==> src/rtl/gp_pkg.sv <==
package gp_pkg;
  localparam int unsigned NPH = 3;
  // synchronized input bus layout
  localparam int unsigned CMD_W = 2 * NPH + 1;
  localparam int unsigned SYNC_W = CMD_W + 3 + NPH + 1;
  typedef struct packed {
    logic           en;
    logic [NPH-1:0] bias_uv;
    logic           vdd_uv;
    logic           oc_pfc;
    logic           oc_inv;
    logic           pfc;
    logic [NPH-1:0] lo;
    logic [NPH-1:0] hi;
  } sync_bus_t;
endpackage

==> src/rtl/gp_sync.sv <==
module gp_sync #(
  parameter int unsigned W      = 1,
  parameter int unsigned STAGES = 2
) (
  input  logic         clk_i,
  input  logic         rst_ni,
  input  logic [W-1:0] d_i,
  output logic [W-1:0] q_o
);
  logic [W-1:0] stg_q [STAGES];

  always_ff @(posedge clk_i or negedge rst_ni) begin
    if (!rst_ni) stg_q[0] <= '0;
    else         stg_q[0] <= d_i;
  end

  for (genvar s = 1; s < STAGES; s++) begin : g_stage
    always_ff @(posedge clk_i or negedge rst_ni) begin
      if (!rst_ni) stg_q[s] <= '0;
      else         stg_q[s] <= stg_q[s-1];
    end
  end

  assign q_o = stg_q[STAGES-1];
endmodule

==> src/rtl/gp_pulse_filter.sv <==
module gp_pulse_filter #(
  parameter int unsigned W         = 1,
  parameter int unsigned MIN_PULSE = 100
) (
  input  logic         clk_i,
  input  logic         rst_ni,
  input  logic [W-1:0] d_i,
  output logic [W-1:0] q_o
);
  localparam int unsigned CW = $clog2(MIN_PULSE + 1);

  for (genvar g = 0; g < W; g++) begin : g_bit
    if (MIN_PULSE <= 1) begin : g_pass
      logic q_r;
      always_ff @(posedge clk_i or negedge rst_ni) begin
        if (!rst_ni) q_r <= 1'b0;
        else         q_r <= d_i[g];
      end
      assign q_o[g] = q_r;
    end else begin : g_cnt
      logic          q_r;
      logic [CW-1:0] cnt_q;
      // new level must hold MIN_PULSE consecutive cycles
      always_ff @(posedge clk_i or negedge rst_ni) begin
        if (!rst_ni) begin
          q_r   <= 1'b0;
          cnt_q <= '0;
        end else if (d_i[g] == q_r) begin
          cnt_q <= '0;
        end else if (cnt_q == CW'(MIN_PULSE - 1)) begin
          q_r   <= d_i[g];
          cnt_q <= '0;
        end else begin
          cnt_q <= cnt_q + 1'b1;
        end
      end
      assign q_o[g] = q_r;
    end
  end
endmodule

==> src/rtl/gp_oc_guard.sv <==
module gp_oc_guard #(
  parameter int unsigned BLANK_CYC = 35,
  parameter int unsigned FAULT_CYC = 200
) (
  input  logic clk_i,
  input  logic rst_ni,
  input  logic oc_inv_i,
  input  logic oc_pfc_i,
  output logic trip_o,
  output logic pulse_o
);
  localparam int unsigned BW = $clog2(BLANK_CYC + 1);
  localparam int unsigned FW = $clog2(FAULT_CYC + 1);

  logic          oc_any;
  logic          accept;
  logic [BW-1:0] blk_q;
  logic [FW-1:0] fcnt_q;
  logic          trip_q, fon_q;

  assign oc_any = oc_inv_i | oc_pfc_i;
  assign accept = oc_any && !trip_q && (blk_q == BW'(BLANK_CYC - 1));

  always_ff @(posedge clk_i or negedge rst_ni) begin
    if (!rst_ni)                         blk_q <= '0;
    else if (!oc_any)                    blk_q <= '0;
    else if (blk_q != BW'(BLANK_CYC))    blk_q <= blk_q + 1'b1;
  end

  always_ff @(posedge clk_i or negedge rst_ni) begin
    if (!rst_ni) begin
      trip_q <= 1'b0;
      fon_q  <= 1'b0;
      fcnt_q <= '0;
    end else if (accept) begin
      trip_q <= 1'b1;
      fon_q  <= 1'b1;
      fcnt_q <= FW'(FAULT_CYC - 1);
    end else begin
      if (fon_q) begin
        if (fcnt_q == '0) fon_q  <= 1'b0;
        else              fcnt_q <= fcnt_q - 1'b1;
      end
      // gates held until pulse done and flag gone
      if (trip_q && !fon_q && !oc_any) trip_q <= 1'b0;
    end
  end

  assign trip_o  = trip_q;
  assign pulse_o = fon_q;


  trip_src_chk: assert property (@(posedge clk_i) disable iff (!rst_ni)
    $rose(trip_q) |-> $past(oc_any));

  pulse_in_trip_chk: assert property (@(posedge clk_i) disable iff (!rst_ni)
    fon_q |-> trip_q);

  release_chk: assert property (@(posedge clk_i) disable iff (!rst_ni)
    $fell(trip_q) |-> !$past(oc_any) && !$past(fon_q));
endmodule

==> src/rtl/gp_phase.sv <==
module gp_phase (
  input  logic clk_i,
  input  logic rst_ni,
  input  logic hi_i,
  input  logic lo_i,
  input  logic kill_i,
  input  logic uv_i,
  input  logic bias_uv_i,
  output logic hi_o,
  output logic lo_o
);
  logic arm_q, hi_q, lo_q;

  // high side locked out until a low-side command is seen
  always_ff @(posedge clk_i or negedge rst_ni) begin
    if (!rst_ni)   arm_q <= 1'b1;
    else if (uv_i) arm_q <= 1'b1;
    else if (lo_i) arm_q <= 1'b0;
  end

  always_ff @(posedge clk_i or negedge rst_ni) begin
    if (!rst_ni) begin
      hi_q <= 1'b0;
      lo_q <= 1'b0;
    end else begin
      hi_q <= hi_i && !lo_i && !kill_i && !bias_uv_i && !arm_q;
      lo_q <= lo_i && !hi_i && !kill_i;
    end
  end

  assign hi_o = hi_q;
  assign lo_o = lo_q;


  no_shoot_chk: assert property (@(posedge clk_i) disable iff (!rst_ni)
    !(hi_q && lo_q));

  uv_off_chk: assert property (@(posedge clk_i) disable iff (!rst_ni)
    uv_i |=> !hi_q && !lo_q);

  bias_off_chk: assert property (@(posedge clk_i) disable iff (!rst_ni)
    bias_uv_i |=> !hi_q);

  lockout_chk: assert property (@(posedge clk_i) disable iff (!rst_ni)
    arm_q |=> !hi_q);
endmodule

==> src/rtl/gate_guard.sv <==
module gate_guard
  import gp_pkg::*;
#(
  parameter int unsigned SYNC_STAGES = 2,
  parameter int unsigned MIN_PULSE   = 100,
  parameter int unsigned BLANK_CYC   = 35,
  parameter int unsigned FAULT_CYC   = 200
) (
  input  logic           clk_i,
  input  logic           rst_ni,
  input  logic [NPH-1:0] hi_cmd_i,
  input  logic [NPH-1:0] lo_cmd_i,
  input  logic           pfc_cmd_i,
  input  logic           oc_inv_i,
  input  logic           oc_pfc_i,
  input  logic           vdd_uv_i,
  input  logic [NPH-1:0] bias_uv_i,
  input  logic           en_i,
  output logic [NPH-1:0] hi_gate_o,
  output logic [NPH-1:0] lo_gate_o,
  output logic           pfc_gate_o,
  output logic           fault_no
);
  sync_bus_t        raw, syn;
  logic [CMD_W-1:0] cmd_f;
  logic             trip, pulse, kill;
  logic             pfc_q, fault_nq;

  assign raw = '{en: en_i, bias_uv: bias_uv_i, vdd_uv: vdd_uv_i, oc_pfc: oc_pfc_i,
                 oc_inv: oc_inv_i, pfc: pfc_cmd_i, lo: lo_cmd_i, hi: hi_cmd_i};

  gp_sync #(.W(SYNC_W), .STAGES(SYNC_STAGES)) u_sync (
    .clk_i, .rst_ni, .d_i(raw), .q_o(syn)
  );

  gp_pulse_filter #(.W(CMD_W), .MIN_PULSE(MIN_PULSE)) u_filt (
    .clk_i, .rst_ni, .d_i({syn.pfc, syn.lo, syn.hi}), .q_o(cmd_f)
  );

  gp_oc_guard #(.BLANK_CYC(BLANK_CYC), .FAULT_CYC(FAULT_CYC)) u_oc (
    .clk_i, .rst_ni, .oc_inv_i(syn.oc_inv), .oc_pfc_i(syn.oc_pfc),
    .trip_o(trip), .pulse_o(pulse)
  );

  assign kill = syn.vdd_uv | trip | ~syn.en;

  for (genvar k = 0; k < NPH; k++) begin : g_ph
    gp_phase u_ph (
      .clk_i, .rst_ni,
      .hi_i(cmd_f[k]), .lo_i(cmd_f[NPH+k]),
      .kill_i(kill), .uv_i(syn.vdd_uv), .bias_uv_i(syn.bias_uv[k]),
      .hi_o(hi_gate_o[k]), .lo_o(lo_gate_o[k])
    );
  end

  always_ff @(posedge clk_i or negedge rst_ni) begin
    if (!rst_ni) begin
      pfc_q    <= 1'b0;
      fault_nq <= 1'b1;
    end else begin
      pfc_q    <= cmd_f[CMD_W-1] && !kill;
      fault_nq <= !(pulse || syn.vdd_uv);
    end
  end

  assign pfc_gate_o = pfc_q;
  assign fault_no   = fault_nq;


  en_off_chk: assert property (@(posedge clk_i) disable iff (!rst_ni)
    !syn.en |=> (hi_gate_o == '0) && (lo_gate_o == '0) && !pfc_gate_o);

  uv_fault_chk: assert property (@(posedge clk_i) disable iff (!rst_ni)
    syn.vdd_uv |=> !fault_no);

  trip_off_chk: assert property (@(posedge clk_i) disable iff (!rst_ni)
    trip |=> !pfc_gate_o && (lo_gate_o == '0));
endmodule

==> config.mk <==
export PLATFORM = sky130hd
export DESIGN_NAME = gate_guard
export DESIGN_NICKNAME = d
export VERILOG_FILES = /design/src/rtl/gp_pkg.sv /design/src/rtl/gp_sync.sv /design/src/rtl/gp_pulse_filter.sv /design/src/rtl/gp_oc_guard.sv /design/src/rtl/gp_phase.sv /design/src/rtl/gate_guard.sv
export SDC_FILE = /design/constraint.sdc
export NUM_CORES = 1
export LEC_CHECK = 0
export BUFFER_PORTS_ARGS = -buffer_cell sky130_fd_sc_hd__buf_2
export CAP_MARGIN = 20
export CORE_MARGIN = 4
export CORE_UTILIZATION = 54
export CTS_CLUSTER_DIAMETER = 30
export DETAILED_ROUTE_END_ITERATION = 12
export HOLD_SLACK_MARGIN = 0.15
export PLACE_DENSITY = 0.75
export REMOVE_ABC_BUFFERS = 1
export SETUP_SLACK_MARGIN = 0.2
export SYNTH_ARGS = -nofsm -noshare
export SYNTH_HDL_FRONTEND = slang
export SYNTH_SLANG_ARGS = --single-unit
==> constraint.sdc <==
create_clock -name clk_i -period 1.65 [get_ports clk_i]
set_input_delay 0.0825 -clock clk_i [delete_from_list [all_inputs] [get_ports clk_i]]
set_output_delay 0.0825 -clock clk_i [all_outputs]
set_load 0.01 [all_outputs]
**Word-level counts from Yosys, hierarchy flattened**

Cells that the tools add are included.

- Add/sub/neg operators: 9
- Multipliers: 0
- Divide/modulo/power cells: 0
- $lt $le $gt $ge: 0
- Equality and inequality tests: 18
- Shift operators: 0
- Multiplexer cells: 30
- Bitwise logic cells: 11
- Reduce and logical (&&, ||, !) cells: 55

Operators by type and width:

| operator | number |
|---|---|
| 7-bit two-way mux | 14 |
| 7-bit by 1-bit adder with 7-bit output (second input constant) | 7 |
| 7-bit equality test (second input constant) | 7 |
| 8-bit two-way mux | 3 |
| 1-bit logical AND | 23 |
| 1-bit zero test | 17 |
| 2-bit AND reduction | 8 |
| 6-bit two-way mux | 2 |
| 1-bit two-way mux | 11 |
| 2-bit nonzero test | 5 |
| 8-bit zero test | 1 |
| 1-bit inverter | 8 |
| 8-bit by 1-bit subtractor with 8-bit output (second input constant) | 1 |
| 1-bit equality test | 7 |
| 6-bit by 1-bit adder with 6-bit output (second input constant) | 1 |
| 6-bit equality test (second input constant) | 1 |
| 6-bit != test (second input constant) | 1 |
| 1-bit OR | 3 |
| 2-bit by 1-bit != test with 1-bit output (second input constant) | 1 |
| 2-bit != test (second input constant) | 1 |
| 1-bit logical OR | 1 |

- Bits in registers: 111
- Latch bits: 0
- Bits in writable memories: 0
- ROM bits: 0
- Logic and storage cells: 154
- Memories kept: 0

**Logic depth before layout (Yosys ltp)**

Gate-level depths: netlist of run 1.

- Depth after elaboration: 6
- Depth in mapped cells: 6
- Gate-level depth less buffers: 6

**Modules after synthesis**

A second synthesis of run 1 with hierarchy kept.

- Cells, all modules: 409
- Area, all modules: 4782.1 um^2

Modules (own cells, without submodules):

| module | times used | cells each | area each (um^2) | sequential area each (um^2) |
|---|---|---|---|---|
| gp_pulse_filter | 1 | 256 | 2720.1 | 1401.3 |
| gp_oc_guard | 1 | 82 | 830.8 | 400.4 |
| gp_sync | 1 | 42 | 805.8 | 700.7 |
| gp_phase | 3 | 8 | 116.4 | 76.3 |
| gate_guard | 1 | 5 | 76.3 | 51.3 |

**Worst setup path before layout of run 1**

OpenSTA, ideal clock, no wires.

- Kind: register to register
- Start: register u_oc.fcnt_q[5]
- End: register u_oc.fcnt_q[7]
- Library setup time: 0.079 ns
- Arrival: 1.627 ns
- Data required time: 1.571 ns
- Setup slack: -0.057 ns
- Stages on the path, launching flop included: 5
- Path buffers: 0
- Period minus slack after synthesis: 1.707 ns
- Cells stage by stage: dfrtp_1 -> or4_4 -> or4_1 -> nor2_2 -> mux2i_1

- Longest elaborated chain between the ends: 4
- Elaborated cells on any way between the ends: 7

Ends and longest elaborated chain:

| element | RTL line | text |
|---|---|---|
| start, declared | gp_oc_guard.sv:18 | `logic [FW-1:0] fcnt_q;` |
| start signal, assigned | gp_oc_guard.sv:38 | `fcnt_q <= FW'(FAULT_CYC - 1);` |
| start signal, assigned | gp_oc_guard.sv:42 | `else fcnt_q <= fcnt_q - 1'b1;` |
| 8-bit by 1-bit subtractor with 8-bit output | gp_oc_guard.sv:42 |  |
| 8-bit two-way mux | gp_oc_guard.sv:41 | `if (fcnt_q == '0) fon_q <= 1'b0;` |
| 8-bit two-way mux | gp_oc_guard.sv:40 | `if (fon_q) begin` |
| 8-bit two-way mux | gp_oc_guard.sv:35 | `end else if (accept) begin` |

Parallel ways exist; a longest one is shown, timed or not. The select of a mux whose other input is x is not followed.
A chain may end at the register's enable or synchronous reset.

**Worst setup path after layout of run 1**

- Start: register u_oc.fcnt_q[4]
- End: register u_oc.fcnt_q[7]

Same word-level chain as after synthesis.

==> results of run 1 <==
registers in the layout (all words and copies together), names as in the netlist, 3 cells and up:
register / cells
u_oc.blk_q: 6
u_filt.g_bit.g_cnt.q_r: 7
u_filt.g_bit.g_cnt.cnt_q: 49
u_sync.stg_q: 14
u_sync.q_o: 14
u_oc.fcnt_q: 8
g_ph.u_ph.arm_q: 3
g_ph.u_ph.hi_o: 3
g_ph.u_ph.lo_o: 3
metal layers:
layer | vias up | global-route usage | routed length (um) | part of all wire
met5 | - | 0 | 0 | 0
met4 | 0 | 0.0494 | 82 | 0.012
met3 | 8 | 0.0543 | 318 | 0.046
met2 | 51 | 0.251 | 3370 | 0.48
met1 | 1339 | 0.209 | 3180 | 0.46
li1 | 1350 | - | - | -
worst paths after layout:
kind                                                            endpoint  cells past startpoint                        from
worst max-delay path                          u_oc.fcnt_q[7]$_DFFE_PN0P_                      4  u_oc.fcnt_q[4]$_DFFE_PN0P_
worst max register to register                u_oc.fcnt_q[7]$_DFFE_PN0P_                      4  u_oc.fcnt_q[4]$_DFFE_PN0P_
worst min register to register                  u_sync.q_o[13]$_DFF_PN0_                      0  u_sync.stg_q[27]$_DFF_PN0_
worst min-delay path            u_filt.g_bit[4].g_cnt.cnt_q[4]$_DFF_PN0_                      2                      rst_ni
max in group asynchronous                             fault_no$_DFF_PN1_                      3                      rst_ni
min in group clk_i                            u_sync.stg_q[22]$_DFF_PN0_                      2                    oc_pfc_i
stage by stage:
| stage | setup TNS, ns | power [mW] | instances | setup slack (ns) |
|---|---|---|---|---|
| 6_report | -0.0819 | 5.09 | 537 | -0.0565 |
| 5_1_grt | -0.293 | 5.34 | 537 | -0.104 |
| 4_1_cts | -0.0729 | 5.16 | 535 | -0.0486 |
| 3_5_place_dp | -0.529 | 3.24 | 502 | -0.125 |
| 3_3_place_gp | -0.168 | 3.23 | 502 | -0.0813 |
| 2_1_floorplan | -0.0870 | 3.10 | 361 | -0.0568 |
final cells by class:
type | count | share of cell area
inverter | 8 | 0.00572
timing repair buffer | 58 | 0.0827
multi-input combinational | 242 | 0.311
sequential | 111 | 0.530
clock buffer | 9 | 0.0236
tap | 102 | 0.0243
clock inverter | 7 | 0.0231
cell usage after synthesis, types with 2 or more instances:
cell | instances | area share
dfrtp_1 | 107 | 0.61
nor2_1 | 64 | 0.055
nand3_1 | 26 | 0.030
xnor2_1 | 25 | 0.050
nand2_1 | 23 | 0.020
xor2_1 | 23 | 0.046
ha_1 | 10 | 0.028
and3_1 | 9 | 0.013
inv_1 | 8 | 0.0068
nor3_1 | 8 | 0.0091
nor4b_1 | 8 | 0.016
mux2_2 | 7 | 0.018
buf_4 | 6 | 0.010
and2_1 | 5 | 0.0071
a21oi_1 | 4 | 0.0046
dfstp_2 | 4 | 0.024
a21o_1 | 3 | 0.0051
nand2b_1 | 3 | 0.0043
nor4_1 | 3 | 0.0043
or4_1 | 3 | 0.0051
o31ai_1 | 2 | 0.0034
power by group through the flow:
stage	Combinational [mW]	Sequential (mW)	Clock (mW)
2_1_floorplan	0.143	2.96	0
3_3_place_gp	0.253	2.97	0
3_5_place_dp	0.259	2.98	0
4_1_cts	0.292	2.93	1.93
5_1_grt	0.334	2.95	2.05
6_report	0.288	2.94	1.87
kinds of logic after synthesis:
group	count (synthesis)	synth area share
buffers and inverters	15	0.0179
DFF	111	0.633
and+or+nand+nor	161	0.182
muxes	8	0.0202
xor gates and xnor gates	48	0.0956
AOI/OAI and AO/OA	15	0.0228
adders and majority gates	10	0.0285
repair_timing:
item	CTS	global route
endpoints found under the hold margin	122	0
setup buffers	2	2
hold buffers	15	0
resized for setup	10	11
pin swaps	4	2
endpoints found under the setup margin	9	25
placed cells by master, fill, tap and decap left out, types with 2 or more instances in the layout:
| cell type | n |
|---|---|
| nand2b_1 | 3 |
| nor3_1 | 6 |
| buf_4 | 19 |
| nor4b_1 | 5 |
| ha_1 | 9 |
| nor2_1 | 64 |
| clkbuf_8 | 9 |
| dfrtp_1 | 107 |
| clkinvlp_4 | 3 |
| xor2_1 | 23 |
| or4_1 | 2 |
| buf_2 | 22 |
| dlygate4sd3_1 | 15 |
| a21o_1 | 3 |
| or4_4 | 2 |
| a21oi_1 | 3 |
| inv_1 | 6 |
| dfstp_2 | 4 |
| nor4b_2 | 3 |
| nand2_1 | 22 |
| nor4_1 | 2 |
| bufinv_16 | 3 |
| and3_1 | 9 |
| and2_1 | 5 |
| xnor2_1 | 24 |
| inv_2 | 2 |
| mux2_2 | 7 |
| nand3_1 | 26 |
==> impl_results.rst, run 1 <==
.. list-table::
   :header-rows: 1

   * - Metric
     - Value
   * - Post-Layout Inst Area
     - 5250 sq um
   * - Crit path capture type
     - register
   * - Horizontal die dimension
     - 98.2 um
   * - Reg clk slew, reported paths
     - 0.10 ns
   * - Die Outline Area
     - 9650 sq um
   * - CP required
     - 1.93 ns
   * - Highest net fanout along the worst path
     - 3
   * - Peak supply drop
     - 0.725 mV
   * - Utilization after layout
     - 0.672
   * - Final Setup Violations
     - 2
   * - Synth unique cells
     - 38
   * - Cell occurring most often along the worst timing path
     - or4_4
   * - Area of all sequential standard cells
     - 2780 sq um
   * - Min setup slack post-route
     - -0.0565 ns
   * - Number of enable-type register cells in the synthesized netlist
     - 0
   * - GRT Residual Overflow
     - 0
   * - Highest-delay cell along the critical path
     - or4_4
   * - Layout Area Growth over Synthesis
     - 19.4%
   * - Worst path cell trace
     - or4_4, or4_4, nor2_2, mux2i_1
   * - Via count of the first global-routing pass
     - 2720
   * - Number of violations reported at the end of detailed-routing iteration 0
     - 119
   * - First-pass GRT wire length
     - 12300 um
   * - P_sw
     - 1.12 mW
   * - WP data arrival
     - 1.99 ns
   * - Final WL
     - 6950 um
   * - Part of the Yosys area used for sequential elements
     - 0.633
   * - Hold slack final
     - 0.206 ns
   * - Sequential cell fraction of total power
     - 0.577
   * - DRC viols
     - 0
   * - Total internal power
     - 3.97 mW
   * - Number of antenna repair diodes
     - 0
   * - Worst Max-Slew Pin Slew
     - 0.456 ns
   * - Initial core utilization
     - 0.563
   * - Buf+Inv Stages, Crit Path
     - 0
   * - First-pass DRT Iterations
     - 4
   * - Netlist Area Pre-Place
     - 4400 sq um
   * - Number of antenna violations at the first check in global routing
     - 0
   * - Antenna-violating nets left
     - 0
   * - Maximum number of pins on one net before global-route repair
     - 41
   * - Core Area
     - 7810 sq um
   * - Delay contributed by the slowest stage of the critical path
     - 0.55 ns
   * - Routability congestion estimate
     - 0.803
   * - Final hold viol count
     - 0
   * - Failing checks
     - negative setup slack
   * - Post-layout min period
     - 1.71 ns
   * - Static Leak
     - 2.46 nW
   * - Die outline height
     - 98.2 um
   * - Total I/O pin count
     - 24
   * - Asr flop ratio synth
     - 1.00
   * - Number of standard-cell rows in the floorplan
     - 32
   * - Average wire length per cell after detail routing
     - 12.9 um
   * - Placed inst area
     - 4720 sq um
   * - Result of the run
     - complete, but fails checks
   * - Highest Clock Rate
     - 0.586 GHz
   * - Register bit total from synthesis
     - 111
   * - TritonCTS clock tree
     - yes
   * - Maximum count of clock buffers along a single path
     - 2
   * - Classification of the worst-slack hold path
     - input pin to asynchronous set/reset pin
   * - Power density relative to cell area
     - 969 nW/um^2
   * - Total routing resource utilization after global routing
     - 0.159
   * - Kind of start point of the critical path
     - register
   * - Relative slew slack
     - 0.696
   * - TritonCTS buffer count
     - 9
   * - Multi-input combinational cell area
     - 1630 sq um
   * - Number of cells produced by synthesis
     - 368
   * - Max-capacitance violation count
     - 0
   * - Worst Setup Path Type
     - register to register
   * - Final Max Slew Viols
     - 0
   * - Vias
     - 2748
   * - Reg2Reg Setup Slack
     - -0.06 ns
   * - Cell family contributing the most delay on the critical path
     - simple AND/OR/NAND/NOR gates
   * - Ratio of cells with drive above 1 in the final layout
     - 0.209
   * - CTS root buffer
     - clkbuf_8
   * - Skew final
     - 0.00547 ns
   * - Via-to-Cell Ratio
     - 5.12
   * - Synthesis Warnings
     - 0
   * - Setup repair after global routing missed its margin
     - true
   * - Layout net count
     - 456
   * - Number of I/O port buffers
     - 23
   * - Top FF cell, synth
     - dfrtp_1
   * - # H-tree levels
     - 3
   * - Estimated wirelength of the detail-placed design
     - 4710 um
   * - Clock share of power
     - 0.367
   * - Worst skew pair latency
     - 0.36 ns
   * - Combinational cell fraction of total power
     - 0.057
   * - Clock sinks
     - 111
   * - Post-synthesis average cell area
     - 11.9 sq um
   * - Final critical-path share of the clock period
     - 1.03
   * - Switching Share
     - 0.219
   * - Fill cell instance count of the final layout
     - 575
Note: power is estimated with default switching activity, not from simulation.
==> run 2: changes to the inputs <==
- GPL_TIMING_DRIVEN: not set -> 0
==> impl_results.rst, run 2 (synthesized netlist as in run 1, its figures left out) <==
.. list-table::
   :header-rows: 1

   * - Metric
     - Value
   * - WP data arrival
     - 2.09 ns (was 1.99 ns)
   * - Relative slew slack
     - 0.642 (was 0.696)
   * - Number of I/O port buffers
     - 23 (unchanged)
   * - Min setup slack post-route
     - -0.152 ns (was -0.0565 ns)
   * - P_sw
     - 1.13 mW (was 1.12 mW)
   * - Via-to-Cell Ratio
     - 5.16 (was 5.12)
   * - Final WL
     - 7520 um (was 6950 um)
   * - Total I/O pin count
     - 24 (unchanged)
   * - Die Outline Area
     - 9650 sq um (unchanged)
   * - First-pass GRT wire length
     - 12600 um (was 12300 um)
   * - Fill cell instance count of the final layout
     - 560 (was 575)
   * - Most common cell after layout, fill and taps aside
     - dfrtp_1 (unchanged)
   * - TritonCTS clock tree
     - yes (unchanged)
   * - Clock sinks
     - 111 (unchanged)
   * - Horizontal die dimension
     - 98.2 um (unchanged)
   * - CTS root buffer
     - clkbuf_8 (unchanged)
   * - Final hold viol count
     - 0 (unchanged)
   * - Length in cells of the worst reg-to-reg path
     - 4 (unchanged)
   * - # H-tree levels
     - 3 (unchanged)
   * - TritonCTS buffer count
     - 9 (unchanged)
   * - Power density relative to cell area
     - 924 nW/um^2 (was 969 nW/um^2)
   * - Max-capacitance violation count
     - 0 (unchanged)
   * - Worst slack, placed
     - -0.191 ns (was -0.125 ns)
   * - Vias
     - 2799 (was 2748)
   * - Total internal power
     - 3.81 mW (was 3.97 mW)
   * - Combinational cell fraction of total power
     - 0.058 (was 0.057)
   * - CP required
     - 1.93 ns (about the same)
   * - Classification of the worst-slack hold path
     - input pin to asynchronous set/reset pin (unchanged)
   * - Number of violations reported at the end of detailed-routing iteration 0
     - 94 (was 119)
   * - GRT Residual Overflow
     - 0 (unchanged)
   * - Worst skew pair latency
     - 0.37 ns (was 0.36 ns)
   * - Sequential cell fraction of total power
     - 0.596 (was 0.577)
   * - Hold slack final
     - 0.235 ns (was 0.206 ns)
   * - Maximum count of clock buffers along a single path
     - 2 (unchanged)
   * - Estimated wirelength of the detail-placed design
     - 4590 um (was 4710 um)
   * - Reg clk slew, reported paths
     - 0.10 ns (about the same)
   * - Antenna-violating nets left
     - 0 (unchanged)
   * - Die outline height
     - 98.2 um (unchanged)
   * - Static Leak
     - 2.48 nW (was 2.46 nW)
   * - Failing checks
     - negative setup slack (unchanged)
   * - Register bank with the most flops
     - u_filt.g_bit.g_cnt.cnt_q (unchanged)
   * - Number of standard-cell rows in the floorplan
     - 32 (unchanged)
   * - Peak supply drop
     - 0.675 mV (was 0.725 mV)
   * - First-pass DRT Iterations
     - 4 (unchanged)
   * - Crit path capture type
     - register (unchanged)
   * - Most used cells in the layout excluding fill and tap cells
     - dfrtp_1, nor2_1, nand3_1 (unchanged)
   * - Worst Setup Path Type
     - register to register (unchanged)
   * - Final Max Slew Viols
     - 0 (unchanged)
   * - Routability congestion estimate
     - 0.849 (was 0.803)
   * - Flip-flop count of the largest register, all copies and words added
     - 49 (unchanged)
   * - Via count of the first global-routing pass
     - 2897 (was 2720)
   * - Highest net fanout along the worst path
     - 2 (was 3)
   * - Final Setup Violations
     - 5 (was 2)
   * - Kind of start point of the critical path
     - register (unchanged)
   * - Layout Area Growth over Synthesis
     - 21.4% (was 19.4%)
   * - Switching Share
     - 0.228 (was 0.219)
   * - Total routing resource utilization after global routing
     - 0.161 (was 0.159)
   * - Skew final
     - 0.0115 ns (was 0.00547 ns)
   * - Ratio of cells with drive above 1 in the final layout
     - 0.225 (was 0.209)
   * - Result of the run
     - complete, but fails checks (unchanged)
   * - DRC viols
     - 0 (unchanged)
   * - Maximum number of pins on one net before global-route repair
     - 71 (was 41)
   * - Worst Max-Slew Pin Slew
     - 0.537 ns (was 0.456 ns)
   * - Number of antenna violations at the first check in global routing
     - 0 (unchanged)
   * - Core Area
     - 7810 sq um (unchanged)
   * - Clock share of power
     - 0.345 (was 0.367)
   * - Final critical-path share of the clock period
     - 1.09 (was 1.03)
   * - Number of antenna repair diodes
     - 0 (unchanged)
   * - Highest Clock Rate
     - 0.555 GHz (was 0.586 GHz)
   * - Layout net count
     - 461 (was 456)
   * - Average wire length per cell after detail routing
     - 13.9 um (was 12.9 um)
   * - Setup repair after global routing missed its margin
     - true (unchanged)
   * - Post-layout min period
     - 1.80 ns (was 1.71 ns)
   * - Initial core utilization
     - 0.563 (unchanged)
-- run 2: worst paths after layout --
check	slack, ns	to	startpoint
setup / recovery	-0.15	u_oc.fcnt_q[5]$_DFFE_PN0P_	u_oc.fcnt_q[0]$_DFFE_PN0P_
max in group asynchronous	0.67	fault_no$_DFF_PN1_	rst_ni
hold reg to reg	0.36	u_sync.q_o[13]$_DFF_PN0_	u_sync.stg_q[27]$_DFF_PN0_
hold / removal	0.23	u_sync.stg_q[25]$_DFF_PN0_	rst_ni
setup reg to reg	-0.15	u_oc.fcnt_q[5]$_DFFE_PN0P_	u_oc.fcnt_q[0]$_DFFE_PN0P_
min in group clk_i	0.35	u_sync.stg_q[22]$_DFF_PN0_	oc_pfc_i
-- run 2: area by class of cell --
type	count	area (sq um)	share of cell area
Timing Repair Buffer	63	523	0.0980
Tap cell	102	128	0.0239
Clock buffer	13	169	0.0316
Inverter	8	30.0	0.00563
Sequential cell	111	2790	0.522
Multi-Input combinational cell	242	1660	0.310
Clock inverter	3	47.5	0.00891
-- run 2: timing repair --
action	in CTS	in global routing
setup endpoints to repair	9	13
pin swaps	6	16
hold endpoints to repair	55	0
hold buffers	15	0
buffers inserted	9	15
resized for setup	14	18
-- run 2: power groups by stage --
| stage | registers (mW) | clock network [mW] | logic [mW] |
|---|---|---|---|
| CTS | 2.94 | 1.76 | 0.288 |
| global placement | 2.97 | 0 | 0.239 |
| finish | 2.94 | 1.70 | 0.287 |
| global route | 2.96 | 1.86 | 0.335 |
| floorplan | 2.96 | 0 | 0.143 |
| detailed placement | 2.98 | 0 | 0.254 |
-- run 2: critical path, stage by stage (launching register included) --
cell,delay (ns)
dfrtp_1,0.42
buf_6,0.13
or4_4,0.48
or4_1,0.53
a21oi_1,0.16
-- run 2: per-layer routing --
metal | share of wire | GRT usage | wire length (um)
met3 | 0.030 | 0.0429 | 222
met2 | 0.51 | 0.262 | 3820
met5 | 0 | 0 | 0
met1 | 0.45 | 0.203 | 3360
met4 | 0.015 | 0.0756 | 116
-- run 2: per-stage QoR --
step | util | area [sq um] | setup TNS (ns) | cells | power, mW
2_1_floorplan | - | 4350 | -0.0870 | 361 | 3.10
3_3_place_gp | 0.588 | 4590 | -78.87 | 486 | 3.21
3_5_place_dp | 0.592 | 4620 | -0.732 | 487 | 3.24
4_1_cts | 0.655 | 5110 | -0.159 | 527 | 4.99
5_1_grt | 0.684 | 5340 | -0.737 | 542 | 5.15
6_report | 0.684 | 5340 | -0.506 | 542 | 4.93
